==> config.mk <==
export PLATFORM = sky130hd
export DESIGN_NAME = stack_seq
export DESIGN_NICKNAME = d
export VERILOG_FILES = /design/src/rtl/stk_pkg.sv /design/src/rtl/stk_sp_unit.sv /design/src/rtl/stk_irq_unit.sv /design/src/rtl/stk_ctrl.sv /design/src/rtl/stack_seq.sv
export SDC_FILE = /design/constraint.sdc
export NUM_CORES = 1
export LEC_CHECK = 0
export BUFFER_PORTS_ARGS = -buffer_cell sky130_fd_sc_hd__buf_2
export CORE_AREA = 2 2 96 98
export CTS_CLUSTER_SIZE = 30
export DETAILED_ROUTE_END_ITERATION = 12
export DIE_AREA = 0 0 98 100
export GPL_TIMING_DRIVEN = 0
export PLACE_DENSITY = 0.86
export SLEW_MARGIN = 30
export SYNTH_ARGS = -nofsm -noshare
export SYNTH_HDL_FRONTEND = slang
export SYNTH_SLANG_ARGS = --single-unit
export TNS_END_PERCENT = 5
==> constraint.sdc <==
create_clock -name clk -period 3.9 [get_ports clk]
set_input_delay 0.39 -clock clk [delete_from_list [all_inputs] [get_ports clk]]
set_output_delay 0.39 -clock clk [all_outputs]
set_load 0.02 [all_outputs]
==> src/rtl/stk_pkg.sv <==
package stk_pkg;

  typedef enum logic [2:0] {
    OP_NONE = 3'd0,
    OP_PUSH = 3'd1,
    OP_POP  = 3'd2,
    OP_CALL = 3'd3,
    OP_RET  = 3'd4,
    OP_RTI  = 3'd5
  } stk_op_e;

  typedef enum logic [2:0] {
    ST_BOOT,
    ST_BOOT_W,
    ST_IDLE,
    ST_POP_W,
    ST_VEC,
    ST_VEC_W
  } stk_state_e;

  // one 32-bit entry spans two words
  function automatic logic [31:0] slot_below(input logic [31:0] s);
    return s - 32'd2;
  endfunction

  function automatic logic [31:0] slot_above(input logic [31:0] s);
    return s + 32'd2;
  endfunction

  function automatic logic [31:0] return_addr(input logic [31:0] pc);
    return pc + 32'd1;
  endfunction

endpackage

==> src/rtl/stk_sp_unit.sv <==
module stk_sp_unit #(
  parameter int AW = 20
) (
  input  logic          clk,
  input  logic          rst,
  input  logic          sp_dec,
  input  logic          sp_inc,
  output logic [AW-1:0] sp,
  output logic [AW-1:0] sp_up
);
  import stk_pkg::*;

  localparam logic [AW-1:0] SP_INIT = AW'((64'd1 << AW) - 64'd2);

  logic [AW-1:0] sp_q;
  logic [AW-1:0] sp_dn;

  assign sp_up = AW'(slot_above(32'(sp_q)));
  assign sp_dn = AW'(slot_below(32'(sp_q)));
  assign sp    = sp_q;

  always_ff @(posedge clk) begin
    if (rst) begin
      sp_q <= SP_INIT;
    end else if (sp_dec) begin
      sp_q <= sp_dn;
    end else if (sp_inc) begin
      sp_q <= sp_up;
    end
  end

endmodule

==> src/rtl/stk_irq_unit.sv <==
module stk_irq_unit #(
  parameter int FW = 3
) (
  input  logic          clk,
  input  logic          rst,
  input  logic          irq,
  input  logic          take,
  input  logic          done,
  input  logic [FW-1:0] flags_in,
  output logic          pending,
  output logic          in_isr,
  output logic [FW-1:0] shadow
);

  logic irq_q;
  logic irq_edge;

  assign irq_edge = irq & ~irq_q;

  always_ff @(posedge clk) begin
    if (rst) begin
      irq_q   <= 1'b0;
      pending <= 1'b0;
      in_isr  <= 1'b0;
      shadow  <= '0;
    end else begin
      irq_q <= irq;
      if (take) begin
        pending <= 1'b0;
        in_isr  <= 1'b1;
        shadow  <= flags_in;
      end else begin
        if (irq_edge && !in_isr) begin
          pending <= 1'b1;
        end
        if (done) begin
          in_isr <= 1'b0;
        end
      end
    end
  end

endmodule

==> src/rtl/stk_ctrl.sv <==
module stk_ctrl #(
  parameter int AW = 20,
  parameter int DW = 32,
  parameter int FW = 3
) (
  input  logic          clk,
  input  logic          rst,
  input  logic [2:0]    op_code,
  input  logic [DW-1:0] pc_in,
  input  logic [DW-1:0] reg_data,
  input  logic [DW-1:0] mem_rdata,
  input  logic [AW-1:0] sp,
  input  logic [AW-1:0] sp_up,
  input  logic          pending,
  input  logic          pipe_empty,
  input  logic [FW-1:0] shadow,
  output logic [AW-1:0] mem_addr,
  output logic [DW-1:0] mem_wdata,
  output logic          mem_we,
  output logic          mem_re,
  output logic          pc_load,
  output logic [DW-1:0] pc_value,
  output logic          pop_valid,
  output logic [DW-1:0] pop_data,
  output logic          flags_load,
  output logic [FW-1:0] flags_value,
  output logic          busy,
  output logic          sp_dec,
  output logic          sp_inc,
  output logic          ev_push,
  output logic          ev_pop_issue,
  output logic          ev_int_take,
  output logic          ev_rti_done
);
  import stk_pkg::*;

  localparam logic [AW-1:0] BOOT_ADDR = AW'(0);
  localparam logic [AW-1:0] VEC_ADDR  = AW'(1);

  stk_state_e state_q, state_d;
  stk_op_e    kind_q, kind_d;
  stk_op_e    op;

  assign op = stk_op_e'(op_code);

  always_comb begin
    state_d      = state_q;
    kind_d       = kind_q;
    mem_addr     = sp;
    mem_wdata    = '0;
    mem_we       = 1'b0;
    mem_re       = 1'b0;
    pc_load      = 1'b0;
    pc_value     = '0;
    pop_valid    = 1'b0;
    pop_data     = '0;
    flags_load   = 1'b0;
    flags_value  = '0;
    busy         = 1'b0;
    sp_dec       = 1'b0;
    sp_inc       = 1'b0;
    ev_push      = 1'b0;
    ev_pop_issue = 1'b0;
    ev_int_take  = 1'b0;
    ev_rti_done  = 1'b0;
    unique case (state_q)
      ST_BOOT: begin
        busy     = 1'b1;
        mem_re   = 1'b1;
        mem_addr = BOOT_ADDR;
        state_d  = ST_BOOT_W;
      end
      ST_BOOT_W: begin
        busy     = 1'b1;
        pc_load  = 1'b1;
        pc_value = mem_rdata;
        state_d  = ST_IDLE;
      end
      ST_IDLE: begin
        case (op)
          OP_PUSH: begin
            ev_push   = 1'b1;
            mem_we    = 1'b1;
            mem_wdata = reg_data;
            sp_dec    = 1'b1;
          end
          OP_CALL: begin
            ev_push   = 1'b1;
            mem_we    = 1'b1;
            mem_wdata = DW'(return_addr(32'(pc_in)));
            sp_dec    = 1'b1;
            pc_load   = 1'b1;
            pc_value  = reg_data;
          end
          OP_POP, OP_RET, OP_RTI: begin
            ev_pop_issue = 1'b1;
            mem_re       = 1'b1;
            mem_addr     = sp_up;
            sp_inc       = 1'b1;
            kind_d       = op;
            state_d      = ST_POP_W;
          end
          default: begin
            if (pending && pipe_empty) begin
              ev_int_take = 1'b1;
              busy        = 1'b1;
              mem_we      = 1'b1;
              mem_wdata   = pc_in;
              sp_dec      = 1'b1;
              state_d     = ST_VEC;
            end
          end
        endcase
      end
      ST_POP_W: begin
        busy    = 1'b1;
        state_d = ST_IDLE;
        case (kind_q)
          OP_RET: begin
            pc_load  = 1'b1;
            pc_value = mem_rdata;
          end
          OP_RTI: begin
            pc_load     = 1'b1;
            pc_value    = mem_rdata;
            flags_load  = 1'b1;
            flags_value = shadow;
            ev_rti_done = 1'b1;
          end
          default: begin
            pop_valid = 1'b1;
            pop_data  = mem_rdata;
          end
        endcase
      end
      ST_VEC: begin
        busy     = 1'b1;
        mem_re   = 1'b1;
        mem_addr = VEC_ADDR;
        state_d  = ST_VEC_W;
      end
      ST_VEC_W: begin
        busy     = 1'b1;
        pc_load  = 1'b1;
        pc_value = mem_rdata;
        state_d  = ST_IDLE;
      end
      default: begin
        state_d = ST_BOOT;
      end
    endcase
  end

  always_ff @(posedge clk) begin
    if (rst) begin
      state_q <= ST_BOOT;
      kind_q  <= OP_NONE;
    end else begin
      state_q <= state_d;
      kind_q  <= kind_d;
    end
  end

endmodule

==> src/rtl/stack_seq.sv <==
module stack_seq #(
  parameter int AW = 20,
  parameter int DW = 32,
  parameter int FW = 3
) (
  input  logic          clk,
  input  logic          rst,
  input  logic [2:0]    op_code,
  input  logic [DW-1:0] pc_in,
  input  logic [DW-1:0] reg_data,
  input  logic [FW-1:0] flags_in,
  input  logic          irq,
  input  logic          pipe_empty,
  input  logic [DW-1:0] mem_rdata,
  output logic [AW-1:0] mem_addr,
  output logic [DW-1:0] mem_wdata,
  output logic          mem_we,
  output logic          mem_re,
  output logic          pc_load,
  output logic [DW-1:0] pc_value,
  output logic          pop_valid,
  output logic [DW-1:0] pop_data,
  output logic          flags_load,
  output logic [FW-1:0] flags_value,
  output logic          busy,
  output logic [AW-1:0] sp_out
);

  logic [AW-1:0] sp;
  logic [AW-1:0] sp_up;
  logic          sp_dec;
  logic          sp_inc;
  logic          pending;
  logic          in_isr;
  logic [FW-1:0] shadow;
  logic          ev_push;
  logic          ev_pop_issue;
  logic          ev_int_take;
  logic          ev_rti_done;

  assign sp_out = sp;

  stk_sp_unit #(.AW(AW)) u_sp (
    .clk    (clk),
    .rst    (rst),
    .sp_dec (sp_dec),
    .sp_inc (sp_inc),
    .sp     (sp),
    .sp_up  (sp_up)
  );

  stk_irq_unit #(.FW(FW)) u_irq (
    .clk      (clk),
    .rst      (rst),
    .irq      (irq),
    .take     (ev_int_take),
    .done     (ev_rti_done),
    .flags_in (flags_in),
    .pending  (pending),
    .in_isr   (in_isr),
    .shadow   (shadow)
  );

  stk_ctrl #(.AW(AW), .DW(DW), .FW(FW)) u_ctrl (
    .clk          (clk),
    .rst          (rst),
    .op_code      (op_code),
    .pc_in        (pc_in),
    .reg_data     (reg_data),
    .mem_rdata    (mem_rdata),
    .sp           (sp),
    .sp_up        (sp_up),
    .pending      (pending),
    .pipe_empty   (pipe_empty),
    .shadow       (shadow),
    .mem_addr     (mem_addr),
    .mem_wdata    (mem_wdata),
    .mem_we       (mem_we),
    .mem_re       (mem_re),
    .pc_load      (pc_load),
    .pc_value     (pc_value),
    .pop_valid    (pop_valid),
    .pop_data     (pop_data),
    .flags_load   (flags_load),
    .flags_value  (flags_value),
    .busy         (busy),
    .sp_dec       (sp_dec),
    .sp_inc       (sp_inc),
    .ev_push      (ev_push),
    .ev_pop_issue (ev_pop_issue),
    .ev_int_take  (ev_int_take),
    .ev_rti_done  (ev_rti_done)
  );

endmodule

After elaboration in Yosys (flattened, before gate mapping)
Cells that the tools add are included.
Operators by class
  $add $sub $neg: 3
  eq/ne operators: 14
  muxes and demuxes: 35
  bitwise logic cells: 2
  reduce and logical (&&, ||, !) cells: 17
Operators by type and width (number)
  2-to-1 mux 32 bit: 6
  one-hot mux 32 bit (3 select lines): 2
  2-to-1 mux 20 bit: 3
  one-hot mux 20 bit (3 select lines): 1
  adder 32 x 1 -> 32 bit (second input constant): 1
  adder 20 x 2 -> 20 bit (second input constant): 1
  subtractor 20 x 2 -> 20 bit (second input constant): 1
  equality test 3 bit (second input constant): 6
  2-to-1 mux 1 bit: 14
  equality test 3 x 2 -> 1 bit (second input constant): 4
  one-hot mux 3 bit (4 select lines): 1
  OR reduction 2 bit: 5
  OR reduction 5 bit: 2
  2-to-1 mux 3 bit: 3
  equality test 3 x 1 -> 1 bit (second input constant): 2
  one-hot mux 1 bit (2 select lines): 3
  one-hot mux 3 bit (2 select lines): 1
  OR reduction 3 bit: 2
  AND reduction 2 bit: 2
  nonzero test 2 bit: 2
  zero test 3 bit: 1
  inequality test 3 x 1 -> 1 bit (second input constant): 1
  one-hot mux 1 bit (3 select lines): 1
  logical AND 1 bit: 2
  4 further kinds: 4
Storage, ports and cells
  flip-flop bits (word level): 32
  bits of input ports: 106
  output and inout bits: 145
  word-level logic and storage cells: 78

Longest topological paths before layout
Gate-level depths: netlist (run 1).
  word-level depth: 6
  gate-level depth with buffers: 8
  mapped depth without buffers: 7

Hierarchy
From an unflattened synthesis (run 1), not the netlist that was laid out.
Unflattened totals
  cells, all modules: 588
  area, all modules: 4169.0 µm²
By module, submodules not included
  stk_ctrl: instances 1, cells each 381, area an instance 2511.2 µm², sequential area each 120.1 µm²
  stk_sp_unit: instances 1, cells each 187, area an instance 1445.1 µm², sequential area each 380.4 µm²
  stk_irq_unit: instances 1, cells each 20, area an instance 212.7 µm², sequential area each 120.1 µm²

Worst setup path before layout (run 1)
No wires, ideal clock.
  kind: input to output
  start: input op_code[2]
  end: output mem_addr[13]
  data arrival time: 2.229 ns
  data required time: 3.510 ns
  setup slack: 1.281 ns
  cell stages on the path: 7
  buffers on the path: 3
  cell sequence: clkbuf_1 -> or3b_2 -> a21oi_1 -> buf_2 -> buf_2 -> nand2_1 -> o21ai_0
On the way
  cells in the longest elaborated chain, start to end: 4
  elaborated cells between the ends (all ways): 6
  those cells by class: eq/ne (3); mux (2); reduce/logical (1)
RTL lines
  start: declaration: line stack_seq.sv:8  | input logic [2:0] op_code,
  equality test 3 x 2 -> 1 bit / equality test 3 bit (equally long branches): line stk_ctrl.sv:80  | case (op)
  OR reduction 3 bit (*): line stk_ctrl.sv:80
  2-to-1 mux 20 bit (*): line stk_ctrl.sv:80
  one-hot mux 20 bit (3 select lines) (*): line stk_ctrl.sv:66  | unique case (state_q)
  end: declaration: line stack_seq.sv:15  | output logic [AW-1:0] mem_addr,
Every way passes the cells marked *; elsewhere a longest branch is shown, timed or not.

Final worst setup path (run 1)
  start: register u_ctrl.state_q[1]
  end: output mem_addr[19]
On the way
  cells in the longest elaborated chain, start to end: 2
  elaborated cells between the ends (all ways): 4
  those cells by class: eq/ne (2); mux (1); reduce/logical (1)
RTL lines
  start: declaration: line stk_ctrl.sv:40  | stk_state_e state_q, state_d;
  start signal: assignment: line stk_ctrl.sv:159  | state_q <= state_d;
  equality test 3 bit, or another cell as far along: line stk_ctrl.sv:66
  one-hot mux 20 bit (3 select lines) (*): line stk_ctrl.sv:66
Marks and branches as above.

==> reports/results.txt, run 1 <==
Hold path endpoint -> u_irq.irq_q$_SDFF_PP0_
Initial antenna violation count -> 8
Final Slew Violations -> 0
Area growth syn-to-layout -> 36.5%
TritonCTS Buffers -> 5
Via density per instance -> 6.20
Crit path capture type -> output pin
IO Port Bufs -> 247
Layout Skew -> 7.09 ps
Worst path max stage delay -> 540 ps
DR DRC count -> 0
Worst path most repeated cell -> buf_2
Final critical-path share of the clock period -> 0.834
Post-CTS setup buffers -> 0
Number of library cell types mapped by synthesis -> 68
RSZ-0062 raised after global routing -> no
Post-CTS Hold Fix Bufs -> 0
DRT Pass-1 Iters -> 5
Synth top cells by count -> 59 x o21ai_0, 57 x nand2_1, 52 x nor2_1
Share of post-route cells with drive strength above 1 -> 0.316
# IOs -> 251
Max Freq -> 307 MHz
FP Rows -> 35
Hold path start -> irq
Share of the synthesized area in the top cell type -> 0.151
CP max-delay cell -> or3b_2
Remaining antenna violation count after routing -> 0
Crit Path Max Fanout -> 10
Fill cell count -> 881
CP Class -> register to output pin
Synth area leaders -> dfxtp_1 15%, a22o_1 9.1%, o21ai_0 7.2%, and3_1 6.1%, nand2_1 5.2%
R2R Setup Slk -> 1420 ps
Crit path DAT -> 2860 ps
Worst r2r src -> u_sp.sp[1]$_SDFFE_PP1P_
Hold depth -> 2
Initial Util -> 0.463
Max IR drop VDD -> 235 uV
Leakage Power -> 2.79 nW
CP required -> 3510 ps
Power per standard cell area -> 250 nW/um^2
DIE WIDTH -> 98 um
Largest net degree at the start of global routing -> 11
Worst slew pin tran -> 844 ps
Grt ovf -> 0
Total power -> 1.40 mW
DP HPWL -> 14900 um
Combinational share of power -> 0.506
Critical path startpoint -> u_ctrl.state_q[1]$_SDFFE_PP0P_
Setup TNS -> 0 ps
EDFF count, synth -> 0
Area leader, netlist -> dfxtp_1
Worst-Skew Late Latency -> 290 ps
GPL Wtd Cong -> 1.01
Reg-to-reg endpoint -> u_sp.sp[17]$_SDFFE_PP1P_
Sequential area share after synthesis -> 0.151
Synth Area per Inst -> 6.66 sq um
Relative slew slack -> 0.435
Nets@finish -> 981
Die Height -> 100 um
Status -> finished, final reports clean
GRT Util Overall -> 0.356
Clock Tree Root -> clkbuf_8
Crit path launch type -> register
Total routed wirelength -> 18900 um
Min cycle time layout -> 3250 ps
Internal cell power -> 789 uW
Number of max-cap violations -> 0
Post-Syn Nets -> 727
Switching portion of total power -> 0.438
CTS H-tree lvls -> 2
Core ar. -> 8890 sq um
Synth async-reset ratio -> 0
Mean routed wirelength per cell -> 19.1 um
Vias in the first global route -> 5183
Worst r2r path cells -> 8
Setup violations, final -> 0
Synth warn -> 0
Global-route wire length before repair -> 27900 um
CTS tree -> yes
Most frequent cell after synthesis -> o21ai_0
CTS max path bufs -> 2
Die area -> 9800 sq um
Mapped Area -> 4120 sq um
DR vias -> 6127
Flop pwr share -> 0.255
DRT iter0 DRCs -> 509
Syn Inst Count -> 618
Clock power frac -> 0.239
Top_reg_cell synth -> dfxtp_1
Sw power -> 614 uW
Sinks on Clock Net -> 31
Count of final hold-check violations -> 0
Post-CTS Resized -> 0
CTS clk-pin slew, worst paths -> 70 ps
Synthesized flop and latch total -> 31
Hold Crit Class -> input port to register
Cells along the critical path -> or3b_2 > a21oi_1 > buf_2 > buf_2 > nand2_1 > o21ai_0 > buf_2
-- routing by layer --
layer  share of wire  global-route usage
met3            0.11              0.0822
met2            0.46               0.586
met4           0.033               0.115
met1            0.40               0.461
met5          0.0029                   0
-- worst max-delay path, delay by kind of cell, from the launching register on --
family	cells	cell delay, ps
compound gates	2	640
buf+inv	3	850
flops	1	460
simple gates	2	620
-- layout by cell type, fill, tap and decap left out, types with 15 or more instances in the layout --
cell type  synthesis  final
xnor2_1           15     15
o21ai_0           59     59
a21oi_1           32     32
nand3_1           26     26
a22o_1            43     43
buf_2              5    252
nor2_1            52     52
nor3_1            16     16
and3_1            40     40
nand2_1           57     57
dfxtp_1           31     31
clkbuf_1          43     43
-- cell families (layout without fill, tap and decap cells) --
family / after synthesis / count (layout) / share of synthesized area
flip-flops: 31 / 31 / 0.151
AND/OR/NAND/NOR: 280 / 280 / 0.373
buffers and inverters: 68 / 323 / 0.0662
AO/OA/AOI/OAI: 208 / 208 / 0.342
multiplexers: 2 / 2 / 0.00517
XOR/XNOR: 25 / 25 / 0.0532
other: 1 / 5 / 0.000911
adder cells (fa/ha/maj): 3 / 3 / 0.00912
-- state kept, by name, indices dropped and copies added (netlist names) --
| register | flops |
|---|---|
| u_sp.sp | 19 |
| u_ctrl.kind_q | 3 |
| u_ctrl.state_q | 3 |
| u_irq.shadow | 3 |
| u_irq.in_isr | 1 |
| u_irq.irq_q | 1 |
| u_irq.pending | 1 |
-- layout make-up --
| cell class | instances | area, sq um | area share |
|---|---|---|---|
| Inverter | 15 | 56.3 | 0.0100 |
| Sequential cell | 31 | 621 | 0.110 |
| Antenna cell | 4 | 10.0 | 0.00178 |
| Multi-Input combinational cell | 519 | 3220 | 0.574 |
| Tap cell | 111 | 139 | 0.0247 |
| Clock inverter | 2 | 35.0 | 0.00623 |
| Timing Repair Buffer | 247 | 1240 | 0.220 |
| Clock buffer | 6 | 82.6 | 0.0147 |
| Buffer | 53 | 216 | 0.0385 |
-- through the flow --
step | hold WS [ps] | util | instance area, sq um | cells | worst slack (ps)
after floorplan | 432 | - | 4120 | 618 | 1280
after global placement | 439 | 0.618 | 5490 | 976 | 830
after detailed placement | 445 | 0.618 | 5490 | 976 | 833
after CTS | 332 | 0.631 | 5610 | 984 | 737
after global routing | 330 | 0.632 | 5620 | 986 | 520
final | 336 | 0.632 | 5620 | 988 | 648
-- power by group through the flow --
| stage | clock network, mW | registers, mW | logic (mW) |
|---|---|---|---|
| after floorplan | 0 | 0.376 | 0.423 |
| after global placement | 0 | 0.364 | 0.690 |
| after detailed placement | 0 | 0.364 | 0.696 |
| after CTS | 0.337 | 0.357 | 0.698 |
| after global routing | 0.348 | 0.360 | 0.764 |
| final | 0.335 | 0.358 | 0.709 |
-- how the worst max path moves through the flow --
stage,to
after floorplan,mem_addr[13]
after global placement,mem_wdata[31]
after detailed placement,mem_wdata[31]
after CTS,mem_addr[19]
after global routing,mem_wdata[14]
final,mem_addr[19]
Power figures use the tool's default switching activity.
==> run 2, diff against run 1 <==
--- a/config.mk
+++ b/config.mk
@@ -5,13 +5,15 @@
 export SDC_FILE = /design/constraint.sdc
 export NUM_CORES = 1
 export LEC_CHECK = 0
+export ABC_AREA = 1
 export BUFFER_PORTS_ARGS = -buffer_cell sky130_fd_sc_hd__buf_2
-export CORE_AREA = 2 2 96 98
+export CORE_ASPECT_RATIO = 1.4
+export CORE_MARGIN = 1.5
+export CORE_UTILIZATION = 47
 export CTS_CLUSTER_SIZE = 30
 export DETAILED_ROUTE_END_ITERATION = 12
-export DIE_AREA = 0 0 98 100
 export GPL_TIMING_DRIVEN = 0
-export PLACE_DENSITY = 0.86
+export PLACE_DENSITY = 0.83
 export SLEW_MARGIN = 30
 export SYNTH_ARGS = -nofsm -noshare
 export SYNTH_HDL_FRONTEND = slang
==> constraint.sdc (replaced) <==
create_clock -name clk -period 3 [get_ports clk]
set_input_delay 0.3 -clock clk [delete_from_list [all_inputs] [get_ports clk]]
set_output_delay 0.3 -clock clk [all_outputs]
set_load 0.02 [all_outputs]
==> reports/results.txt, run 2 <==
Relative slew slack -> 0.596 (was 0.435)
CTS tree -> yes (unchanged)
Sequential area share after synthesis -> 0.129 (was 0.151)
Vias in the first global route -> 6801 (was 5183)
Synth Area per Inst -> 5.04 sq um (was 6.66 sq um)
Commonest cells after routing, fill and taps aside -> 317 x nand2_1, 272 x buf_2, 137 x nor2_1 (was 252 x buf_2, 59 x o21ai_0, 57 x nand2_1)
Syn Inst Count -> 955 (was 618)
Fin Hold WS -> 230 ps (was 336 ps)
TritonCTS Buffers -> 5 (unchanged)
Synth area leaders -> nand2_1 25%, dfxtp_1 13%, nand3_1 11%, nor2_1 11%, inv_1 8.7% (was dfxtp_1 15%, a22o_1 9.1%, o21ai_0 7.2%, and3_1 6.1%, nand2_1 5.2%)
Post-Syn Nets -> 1064 (was 727)
Status -> finished, final reports clean (unchanged)
Clock Tree Root -> clkbuf_16 (was clkbuf_8)
DRT iter0 DRCs -> 502 (was 509)
Number of library cell types mapped by synthesis -> 38 (was 68)
Worst slew pin tran -> 606 ps (was 844 ps)
Synthesized flop and latch total -> 31 (unchanged)
CTS H-tree lvls -> 2 (unchanged)
Top_reg_cell synth -> dfxtp_1 (unchanged)
Highest routed layer -> met4 (was met5)
Post-CTS Hold Fix Bufs -> 0 (unchanged)
Total power -> 3.31 mW (was 1.40 mW)
Final Slew Violations -> 0 (unchanged)
Share of post-route cells with drive strength above 1 -> 0.277 (was 0.316)
R2R Setup Slk -> 860 ps (was 1420 ps)
Nets@finish -> 1319 (was 981)
Synth async-reset ratio -> 0 (unchanged)
Reg-to-reg endpoint -> u_sp.sp[15]$_SDFFE_PP1P_ (was u_sp.sp[17]$_SDFFE_PP1P_)
Setup TNS -> 0 ps (unchanged)
Global-route wire length before repair -> 35300 um (was 27900 um)
Post-CTS setup buffers -> 0 (unchanged)
Flop pwr share -> 0.162 (was 0.255)
Hold Crit Class -> input port to register (unchanged)
RSZ-0062 raised after global routing -> no (unchanged)
# IOs -> 251 (unchanged)
Number of max-cap violations -> 0 (unchanged)
Post-CTS Resized -> 0 (unchanged)
Crit Path Max Fanout -> 6 (was 10)
CTS clk-pin slew, worst paths -> 60 ps (was 70 ps)
Die area -> 10900 sq um (was 9800 sq um)
Max reg flops -> 19 (unchanged)
Combinational share of power -> 0.654 (was 0.506)
Max IR drop VDD -> 262 uV (was 235 uV)
Mean routed wirelength per cell -> 17.7 um (was 19.1 um)
Remaining antenna violation count after routing -> 0 (unchanged)
Most common cell after layout, fill and taps aside -> nand2_1 (was buf_2)
Count of final hold-check violations -> 0 (unchanged)
IO Port Bufs -> 248 (was 247)
EDFF count, synth -> 0 (unchanged)
Crit path DAT -> 2200 ps (was 2860 ps)
Sw power -> 1.78 mW (was 614 uW)
DRT Pass-1 Iters -> 8 (was 5)
Dpl cells -> 1338 (was 976)
CP Class -> register to output pin (unchanged)
DR vias -> 7429 (was 6127)
CTS max path bufs -> 2 (unchanged)
Initial Util -> 0.484 (was 0.463)
Mapped Area -> 4820 sq um (was 4120 sq um)
Max Freq -> 401 MHz
GRT Util Overall -> 0.438 (was 0.356)
DR DRC count -> 0 (unchanged)
Final Non-Filler Cells -> 1351 (was 988)
Synth top cells by count -> 317 x nand2_1, 137 x nor2_1, 112 x inv_1 (was 59 x o21ai_0, 57 x nand2_1, 52 x nor2_1)
Clock power frac -> 0.184 (was 0.239)
Initial antenna violation count -> 2 (was 8)
CP required -> 2700 ps (was 3510 ps)
Share of the synthesized area in the top cell type -> 0.247 (was 0.151)
Internal cell power -> 1.53 mW (was 789 uW)
Die Height -> 123 um (was 100 um)
Setup violations, final -> 0 (unchanged)
Min cycle time layout -> 2500 ps
Crit path capture type -> output pin (unchanged)
Largest net degree at the start of global routing -> 11 (unchanged)
Area leader, netlist -> nand2_1 (was dfxtp_1)
Via density per instance -> 5.50 (was 6.20)
Power per standard cell area -> 517 nW/um^2 (was 250 nW/um^2)
Most frequent cell after synthesis -> nand2_1 (was o21ai_0)
Worst r2r src -> u_sp.sp[1]$_SDFFE_PP1P_ (unchanged)
GPL Wtd Cong -> 1.07 (was 1.01)
Total routed wirelength -> 23900 um (was 18900 um)
End of the critical path -> mem_addr[11] (was mem_addr[19])
Critical path startpoint -> u_sp.sp[1]$_SDFFE_PP1P_ (was u_ctrl.state_q[1]$_SDFFE_PP0P_)
Crit path launch type -> register (unchanged)
Worst-Skew Late Latency -> 290 ps (about the same)
Synth warn -> 0 (unchanged)
Leakage Power -> 3.68 nW (was 2.79 nW)
Final instance area -> 6410 sq um (was 5620 sq um)
Sinks on Clock Net -> 31 (unchanged)
Grt ovf -> 0 (unchanged)
Placed inst area -> 6230 sq um (was 5490 sq um)
Core ar. -> 9950 sq um (was 8890 sq um)
Metal-1 WL -> 7960 um (was 7480 um)
Worst r2r path cells -> 11 (was 8)
Routed length on met2 -> 11800 um (was 8690 um)
DIE WIDTH -> 88.6 um (was 98 um)
DP HPWL -> 19600 um (was 14900 um)
FP Rows -> 43 (was 35)
Layout Skew -> 4.85 ps (was 7.09 ps)
Switching portion of total power -> 0.538 (was 0.438)
Metal3 WL -> 2210 um (was 2050 um)
Final critical-path share of the clock period -> 0.832
Area growth syn-to-layout -> 33.2% (was 36.5%)
run 2: cell types whose count changed in the layout (fill, tap and decap cells not counted), moves of 13 or more:
cell / previous run / this run
nor2_1: 52 / 137
and3_1: 40 / 1
inv_1: 13 / 112
o21ai_1: 0 / 13
nor2_2: 0 / 13
buf_2: 252 / 272
xnor2_1: 15 / 0
a22o_1: 43 / 0
nand3_1: 26 / 105
nand2_1: 57 / 317
clkbuf_1: 43 / 8
run 2: worst max-delay path: stages, from the launching register on:
cell,delay (ps)
dfxtp_1,450
ha_1,290
nand3_2,140
nor2_2,220
nand2_1,150
inv_2,120
nand2_1,50
nand2_1,50
nand2_1,70
o22ai_1,170
buf_2,200
run 2: final cells by class:
| type | count | area, sq um |
|---|---|---|
| clock buffer | 6 | 139 |
| sequential | 31 | 621 |
| multi-input combinational | 761 | 3500 |
| clock inverter | 2 | 35.0 |
| tap | 135 | 169 |
| inverter | 120 | 453 |
| fill | 1089 | 3540 |
| buffer | 43 | 245 |
| timing repair buffer | 248 | 1240 |
| antenna | 5 | 12.5 |
run 2: worst min-delay path by stage:
| stage | slack, ps | start | depth (start not counted) | end |
|---|---|---|---|---|
| 6_report | 230 | irq | 3 | u_irq.irq_q$_SDFF_PP0_ |
| 5_1_grt | 270 | irq | 3 | u_irq.irq_q$_SDFF_PP0_ |
| 4_1_cts | 230 | irq | 3 | u_irq.irq_q$_SDFF_PP0_ |
| 3_5_place_dp | 450 | u_irq.shadow[1]$_SDFFE_PP0P_ | 2 | u_irq.shadow[1]$_SDFFE_PP0P_ |
| 3_3_place_gp | 440 | u_irq.shadow[0]$_SDFFE_PP0P_ | 2 | u_irq.shadow[0]$_SDFFE_PP0P_ |
| 2_1_floorplan | 420 | irq | 2 | u_irq.irq_q$_SDFF_PP0_ |
run 2: cells by family after synthesis:
group / Yosys count / synth area share
AOI/OAI and AO/OA: 136 / 0.153
and+or+nand+nor: 610 / 0.545
DFF: 31 / 0.129
adders and majority gates: 3 / 0.00780
other: 1 / 0.000779
xor gates and xnor gates: 11 / 0.0200
buffers and inverters: 163 / 0.145
run 2: stage by stage:
step                      utilization  setup slack [ps]
final                           0.644               505
after global routing            0.643               386
after CTS                       0.643               532
after detailed placement        0.626               848
after global placement          0.626               834
after floorplan                     -              1020
run 2: metal layers:
layer,global-route usage,up-vias
met1,0.439,3292
met3,0.0982,130
met4,0.337,0
met5,0,-
met2,0.768,471
li1,-,3536
run 2: power by group through the flow:
stage	registers (mW)	clock network, mW	logic (mW)
finish	0.536	0.609	2.17
global route	0.541	0.621	2.35
CTS	0.533	0.608	2.13
detailed placement	0.541	0	2.12
global placement	0.540	0	2.11
floorplan	0.576	0	1.35
